$ cat src/rtl/therm_alarm.sv
module therm_alarm #(
  parameter int       GEN  = 2,
  parameter bit [7:0] REV  = 8'h01,
  parameter int       TW   = 32,
  parameter int       STEP = 5000
) (
  input  logic                 clk,
  input  logic                 rst_n,
  input  logic [7:0]           reg_addr,
  input  logic                 reg_wr,
  input  logic [7:0]           reg_wdata,
  output logic [7:0]           reg_rdata,
  input  logic signed [TW-1:0] temp_mc,
  input  logic                 temp_vld,
  output logic                 alarm_irq,
  output logic                 shutdown
);
  localparam bit NEWTAB = (GEN == 2) && (REV != 8'h00);
  localparam int B0 = NEWTAB ? 90000  : 105000;
  localparam int B1 = NEWTAB ? 110000 : 125000;
  localparam int B2 = NEWTAB ? 140000 : 145000;
  localparam logic [7:0] A_REV = 8'h01, A_TYPE = 8'h04, A_SUB = 8'h05,
                         A_STAT = 8'h08, A_SDC = 8'h40, A_ALC = 8'h46;
  localparam logic [7:0] SDC_MASK = 8'h4B, ALC_MASK = 8'h80;
  localparam logic [7:0] SUBTYPE = (GEN == 1) ? 8'h08 : 8'h09;

  logic [7:0] sdc, alc;
  logic [1:0] stage, stage_calc, stage_nx;
  logic [2:0] hit;
  logic [2:0] gstate;
  logic       irq_q;

  for (genvar k = 0; k < 3; k++) begin : g_trip
    localparam int BK = (k == 0) ? B0 : (k == 1) ? B1 : B2;
    logic signed [TW-1:0] trip;
    assign trip   = TW'(BK + STEP * int'(sdc[1:0]));
    assign hit[k] = (temp_mc >= trip);
  end

  assign stage_calc = hit[2] ? 2'd3 : hit[1] ? 2'd2 : hit[0] ? 2'd1 : 2'd0;
  assign stage_nx   = !alc[7] ? 2'd0 : temp_vld ? stage_calc : stage;

  always_ff @(posedge clk or negedge rst_n) begin
    if (!rst_n) begin
      stage <= 2'd0;
      irq_q <= 1'b0;
      sdc   <= 8'h00;
      alc   <= 8'h00;
    end else begin
      stage <= stage_nx;
      irq_q <= (stage_nx != stage);
      if (reg_wr && reg_addr == A_SDC) sdc <= reg_wdata & SDC_MASK;
      if (reg_wr && reg_addr == A_ALC) alc <= reg_wdata & ALC_MASK;
    end
  end

  assign gstate = (stage == 2'd0) ? 3'd0 : ({stage, 1'b0} - 3'd1);

  always_comb begin
    case (reg_addr)
      A_REV:   reg_rdata = REV;
      A_TYPE:  reg_rdata = 8'h09;
      A_SUB:   reg_rdata = SUBTYPE;
      A_STAT:  reg_rdata = (GEN == 1) ? {6'b0, stage} : {1'b0, gstate, 4'b0};
      A_SDC:   reg_rdata = sdc;
      A_ALC:   reg_rdata = alc;
      default: reg_rdata = 8'h00;
    endcase
  end

  assign alarm_irq = irq_q;
  assign shutdown  = (stage == 2'd3) || (stage == 2'd2 && !sdc[6]);
endmodule


$ cat config.mk
export PLATFORM = sky130hd
export DESIGN_NAME = therm_alarm
export DESIGN_NICKNAME = d
export VERILOG_FILES = /design/src/rtl/therm_alarm.sv
export SDC_FILE = /design/constraint.sdc
export NUM_CORES = 1
export LEC_CHECK = 0
export ABC_AREA = 1
export BUFFER_PORTS_ARGS = -buffer_cell sky130_fd_sc_hd__buf_4
export CORE_MARGIN = 8
export CORE_UTILIZATION = 47
export CTS_BUF_LIST = sky130_fd_sc_hd__clkbuf_4
export DETAILED_ROUTE_END_ITERATION = 7
export PLACE_DENSITY = 0.8
export SYNTH_ARGS = -nofsm -noshare
export SYNTH_HDL_FRONTEND = slang
export SYNTH_SLANG_ARGS = --single-unit
$ cat constraint.sdc
create_clock -name clk -period 2.8 [get_ports clk]
set_clock_uncertainty 0.2 [all_clocks]
set_input_delay 0.28 -clock clk [delete_from_list [all_inputs] [get_ports clk]]
set_output_delay 0.28 -clock clk [all_outputs]
set_load 0.03 [all_outputs]
==> results of run 1 <==
[power by group]
part	total (mW)	internal (mW)	leakage, nW	switching [mW]
combinational	0.348	0.158	1.26	0.190
clock	0.0933	0.0494	0.0138	0.0440
sequential	0.134	0.127	0.0874	0.00643
total	0.575	0.334	1.36	0.241
[state kept, by name, indices dropped and copies added (netlist names)]
signal / flops
stage: 2
sdc: 4
alc: 1
alarm_irq: 1
[cells by family after synthesis]
family	synth area share
and+or+nand+nor	0.3933
buffers and inverters	0.1211
adders and majority gates	0.2568
AOI/OAI and AO/OA	0.07557
DFF	0.1174
xor gates and xnor gates	0.02055
muxes	0.01321
other	0.002199
[worst paths after layout]
path	startpoint	endpoint	slack, ns	cells after the start
min in group asynchronous	rst_n	alc[7]	0.17	2
worst min-delay path	reg_wdata[7]	alc[7]	0.02	3
worst max register to register	sdc[0]	alarm_irq	-0.02	17
max in group asynchronous	rst_n	sdc[1]	2.11	2
worst max-delay path	sdc[0]	alarm_irq	-0.02	17
worst min register to register	sdc[3]	sdc[3]	0.32	1
[stage by stage]
stage | setup slack [ns] | util | setup TNS [ns] | instance area [sq um]
floorplan | 0.1694 | - | 0 | 1705
global placement | 0.07777 | 0.6276 | 0 | 2246
detailed placement | 0.01088 | 0.6276 | 0 | 2246
CTS | 0.004711 | 0.6367 | 0 | 2278
global route | -0.1546 | 0.7049 | -0.2793 | 2522
finish | -0.02470 | 0.7049 | -0.02470 | 2522
[layout make-up]
| type | count | area share |
|---|---|---|
| multi-input combinational | 213 | 0.5873 |
| tap | 48 | 0.02381 |
| clock buffer | 3 | 0.008929 |
| inverter | 53 | 0.08085 |
| sequential | 8 | 0.07937 |
| timing repair buffer | 72 | 0.2197 |
[metal layers]
metal  up-vias  GRT usage  part of all wire
met2        97     0.2571              0.49
met3        13    0.04717             0.094
li1       1018          -                 -
met1       882     0.1642              0.39
met4         0    0.03462             0.020
met5         -          0                 0
[worst max-delay path: cells and delay by family, from the launching register on]
kind / cells / cell delay (ns)
flip-flops: 1 / 0.42
adder cells (fa/ha/maj): 2 / 0.52
buffers and inverters: 1 / 0.15
AND/OR/NAND/NOR: 11 / 0.94
XOR/XNOR: 1 / 0.16
AO/OA/AOI/OAI: 2 / 0.31
[cells in the mapped netlist (3+ instances only)]
| cell | instances | share of area |
|---|---|---|
| dfrtp_1 | 8 | 0.12 |
| inv_1 | 48 | 0.11 |
| a21oi_1 | 15 | 0.044 |
| nor2_2 | 3 | 0.011 |
| o21ai_0 | 3 | 0.0088 |
| ha_1 | 35 | 0.26 |
| inv_2 | 4 | 0.0088 |
| nor3_1 | 3 | 0.0088 |
| nand3_1 | 12 | 0.035 |
| nor2_1 | 38 | 0.084 |
| nand4_1 | 10 | 0.037 |
| nand2_1 | 70 | 0.15 |
[repair_timing]
item | CTS | global route
endpoints found under the hold margin | 8 | 0
setup endpoints to repair | 0 | 3
hold buffers | 1 | 0
setup buffers | 0 | 6
gates resized for setup | 0 | 42
==> results.py, run 1 <==
metrics = {
    "run_status": {
        "violations": "setup timing",
        "outcome": "finished, violations left",
    },
    "floorplanning": {
        "fp.dieArea_sq_um": 5812,
        "rows": 22,
        "start_util": 0.4766,
        "fp.dieW_um": 76.24,
        "top_level_ports": 62,
        "core_area_sq_um": 3578,
        "die_y_um": 76.24,
    },
    "clocking": {
        "cts_tree": "yes",
        "numClockSinks": 8,
        "clk_latency_ns": 0.27,
        "clock-root-buffer": "clkbuf_4",
        "htreeDepth": 1,
        "clk_pin_slew_worst_paths_ns": 0.05,
        "cts_buffers": 3,
        "clk_path_buf_depth": 2,
    },
    "sta": {
        "report.final.slew_viol_count": 0,
        "rsz0062_at_grt": "yes",
        "worst_hold_slack_ns": 0.02058,
        "period_share": 1.009,
        "setup_viol": 1,
        "hold_viol_final": 0,
        "setup_ws_ns": -0.02470,
        "min_period_ns": 2.825,
        "timing.fmax_mhz": 354.0,
    },
    "synthesis": {
        "netlist_area_sq_um": 1705,
        "synth.distinct_cells": 33,
        "seq_area_frac_synth": 0.1174,
        "netlist_instances": 275,
        "yosys_most_used_dff": "dfrtp_1",
        "ys_warn_count": 0,
        "synthArstFlopShare": 1.000,
        "avgSynthCellArea_sq_um": 6.201,
        "synth_seq_cells": 8,
        "synth_edf_count": 0,
        "syn_nets": 362,
    },
    "global_routing": {
        "grt_pass1_wl_mm": 7.327,
        "grt.total_usage": 0.1456,
        "grt_pass1_vias": 1780,
        "grt_max_degree": 9,
        "antenna_found_initial": 0,
        "gr-total-overflow": 0,
    },
    "layout": {
        "n_antenna_cell": 0,
        "final_cells": 397,
        "multi_input_area_sq_um": 1481,
        "fillerInstances": 310,
        "layout-drive-gt1-share": 0.3410,
        "layout_commonest_cell": "buf_4",
        "seq_area_sq_um": 200.2,
        "final_nets": 438,
        "syn2layout_area_growth_pct": 47.91,
        "final_cell_mix": "buf_4, nand2_1, inv_1",
    },
    "place": {
        "port_buffers": 57,
        "hpwlAfterDp_mm": 3.851,
        "dp_cells": 387,
        "globalplace.congestion": 0.8492,
    },
    "worst_setup_path": {
        "cp_data_arrival_time_ns": 2.78,
        "end_kind": "flop",
        "critPathLaunchType": "flop",
        "crit_slowest_cell": "dfrtp_1",
        "path_cells": "clkinv_4 > ha_4 > nand2_2 > xor2_1 > ha_1 > a21oi_2 > nor2_1 > nor2_1 > nand3_2 > nand2_1 > nand2_1 > a21oi_2 > nand2_1 > nand2_1 > nand2_1 > nand2_1 > nand3_2",
        "critPathKind": "flop to flop",
        "path_common_cell": "nand2_1",
        "worst_path_largest_cell_delay_ns": 0.42,
        "cp.required_ns": 2.75,
        "path_max_fanout": 7,
    },
    "detailed_routing": {
        "finalWirelength_mm": 5.169,
        "drt_iter0_drc": 147,
        "wire_per_inst_um": 13.02,
        "drc_errors": 0,
        "routed-via-count": 2010,
        "drtPass1Iterations": 4,
        "ant_nets": 0,
        "viasPerCell": 5.063,
    },
    "flow_run": {
        "drv_cap": 0,
    },
    "hold_path": {
        "min_path_type": "input pin to flop",
    },
    "power": {
        "power_density_nw_per_um2": 228.0,
        "vdd_drop_max_mv": 0.1924,
        "p_leak_nw": 1.364,
        "finalPower_uw": 575.1,
    },
}
Note: power is estimated with default switching activity, not from simulation.
==> inputs of run 2 (changes only) <==
- HOLD_SLACK_MARGIN: unset -> 0.15
==> run 2 against run 1 <==
The run now ends clean. Flip-flop and latch count unchanged. Worst hold slack better by 0.15 ns. Wire length up 2.7%. Largest cell class unchanged.
==> results.py, run 2 (synthesized netlist as in run 1, its figures left out) <==
metrics = {
    "clocking": {
        "clk_path_buf_depth": 2,
        "cts_tree": "yes",
        "cts_buffers": 3,
        "numClockSinks": 8,
        "htreeDepth": 1,
        "clk_pin_slew_worst_paths_ns": 0.06,
        "clock-root-buffer": "clkbuf_4",
        "clk_latency_ns": 0.27,
    },
    "layout": {
        "n_antenna_cell": 0,
        "final_nets": 443,
        "final_cell_mix": "buf_4, nand2_1, inv_1",
        "largest_reg_flops": 4,
        "layout-drive-gt1-share": 0.3362,
        "finalInstanceArea_sq_um": 2572,
        "layout_commonest_cell": "buf_4",
        "final_util": 0.7189,
        "reg_top3": "sdc (4), stage (2)",
        "syn2layout_area_growth_pct": 50.84,
        "fillerInstances": 304,
        "largest_register": "sdc",
    },
    "worst_setup_path": {
        "critPathLaunchType": "flop",
        "end_kind": "flop",
        "critPathKind": "flop to flop",
        "r2r_start": "sdc[0]",
        "critPathTopFamily": "simple AND/OR/NAND/NOR gates",
        "cp.required_ns": 2.75,
        "cp_data_arrival_time_ns": 2.75,
        "startpoint": "sdc[0]",
        "path_max_fanout": 7,
        "crit_slowest_cell": "dfrtp_1",
        "path_common_cell": "nand2_1",
        "worst_path_largest_cell_delay_ns": 0.42,
        "path_cells": "clkinv_4 > ha_4 > nand2_2 > xor2_1 > ha_1 > a21oi_2 > nor2_1 > nor2_1 > nand3_2 > nand2_1 > nand2_1 > a21oi_2 > nand2_1 > nand2_1 > nand2_1 > nand2_1 > nand3_2",
        "path_buf_inv": 1,
    },
    "detailed_routing": {
        "wire_per_inst_um": 13.20,
        "drt_iter0_drc": 153,
        "finalWirelength_mm": 5.306,
        "viasPerCell": 5.070,
        "ant_nets": 0,
        "routed-via-count": 2038,
        "drc_errors": 0,
        "drtPass1Iterations": 4,
    },
    "global_routing": {
        "grt_pass1_vias": 1821,
        "antenna_found_initial": 0,
        "grt.total_usage": 0.1505,
        "grt_pass1_wl_mm": 7.569,
        "gr-total-overflow": 0,
        "grt_max_degree": 9,
    },
    "sta": {
        "period_share": 0.9992,
        "worst_hold_slack_ns": 0.1711,
        "report.final.slew_viol_count": 0,
        "setup_ws_ns": 0.002269,
        "timing.fmax_mhz": 357.4,
        "setup_tns_ns": 0,
        "hold_viol_final": 0,
        "min_period_ns": 2.798,
        "setup_viol": 0,
        "rsz0062_at_grt": "yes",
    },
    "power": {
        "p_switching_uw": 243.0,
        "seqPwrFrac": 0.229,
        "intPower_uw": 339.1,
        "clkPwrFrac": 0.162,
        "vdd_drop_max_mv": 0.1740,
        "comb_power_share": 0.608,
        "p_leak_nw": 1.385,
        "swShare": 0.4175,
        "power_density_nw_per_um2": 226.3,
    },
    "floorplanning": {
        "core_area_sq_um": 3578,
        "fp.dieW_um": 76.24,
        "die_y_um": 76.24,
        "top_level_ports": 62,
        "start_util": 0.4766,
        "rows": 22,
        "fp.dieArea_sq_um": 5812,
    },
    "place": {
        "port_buffers": 57,
        "hpwlAfterDp_mm": 3.851,
        "dpl_worst_slack_ns": 0.01088,
        "placed_area_sq_um": 2246,
        "globalplace.congestion": 0.8492,
    },
    "hold_path": {
        "min_path_type": "input pin to asynchronous set/reset pin",
    },
    "flow_run": {
        "drv_cap": 0,
    },
    "run_status": {
        "outcome": "complete, no violations",
    },
}
-- run 2: changes by cell type in the layout (fill, tap and decap cells not counted), sizes merged --
cell	change
dlygate4sd3	+5
-- run 2: path summary, 6_finish.rpt --
kind                              to  slack, ns  cells past startpoint
setup / recovery           alarm_irq      0.002                     17
hold / removal                alc[7]       0.17                      2
setup reg to reg           alarm_irq      0.002                     17
hold reg to reg               sdc[3]       0.31                      1
max in group asynchronous   stage[1]       2.10                      2
min in group clk              alc[7]       0.17                      5
-- run 2: cell type report --
class                   count  area, sq um  area share
flip-flops and latches      8        200.2     0.07782
inverters                  53        203.9     0.07928
repair buffers             77        604.3      0.2349
well taps                  48        60.06     0.02335
clock buffers               3        22.52    0.008755
multi-input cells         213         1481      0.5759
-- run 2: stage by stage --
| stage | power [mW] | std cells |
|---|---|---|
| 2_1_floorplan | 0.3041 | 275 |
| 3_3_place_gp | 0.4138 | 387 |
| 3_5_place_dp | 0.4207 | 387 |
| 4_1_cts | 0.5254 | 396 |
| 5_1_grt | 0.6271 | 402 |
| 6_report | 0.5821 | 402 |
-- run 2: worst reg2reg max path, stage by stage (launching register included) --
cell,delay [ns]
dfrtp_1,0.42
clkinv_4,0.15
ha_4,0.21
nand2_2,0.11
xor2_1,0.16
ha_1,0.31
a21oi_2,0.15
nor2_1,0.06
nor2_1,0.16
nand3_2,0.09
nand2_1,0.08
nand2_1,0.06
a21oi_2,0.16
nand2_1,0.08
nand2_1,0.09
nand2_1,0.05
nand2_1,0.07
nand3_2,0.05
-- run 2: repair_timing --
item	CTS	global route
setup buffers	0	6
resized for setup	0	42
hold endpoints to repair	13	0
hold buffers	6	0
setup endpoints to repair	0	3
-- run 2: routing by layer --
layer	vias up	GRT usage	share of wire
met5	-	0	0
met4	0	0.03462	0.018
met3	11	0.04599	0.076
met2	85	0.2751	0.51
met1	914	0.1642	0.39
li1	1028	-	-
-- run 2: power groups by stage --
stage	Sequential (mW)	Combinational (mW)	Clock (mW)
5_1_grt	0.135	0.391	0.101
3_5_place_dp	0.134	0.286	0
2_1_floorplan	0.142	0.162	0
3_3_place_gp	0.134	0.280	0
4_1_cts	0.132	0.295	0.0986
6_report	0.133	0.354	0.0944
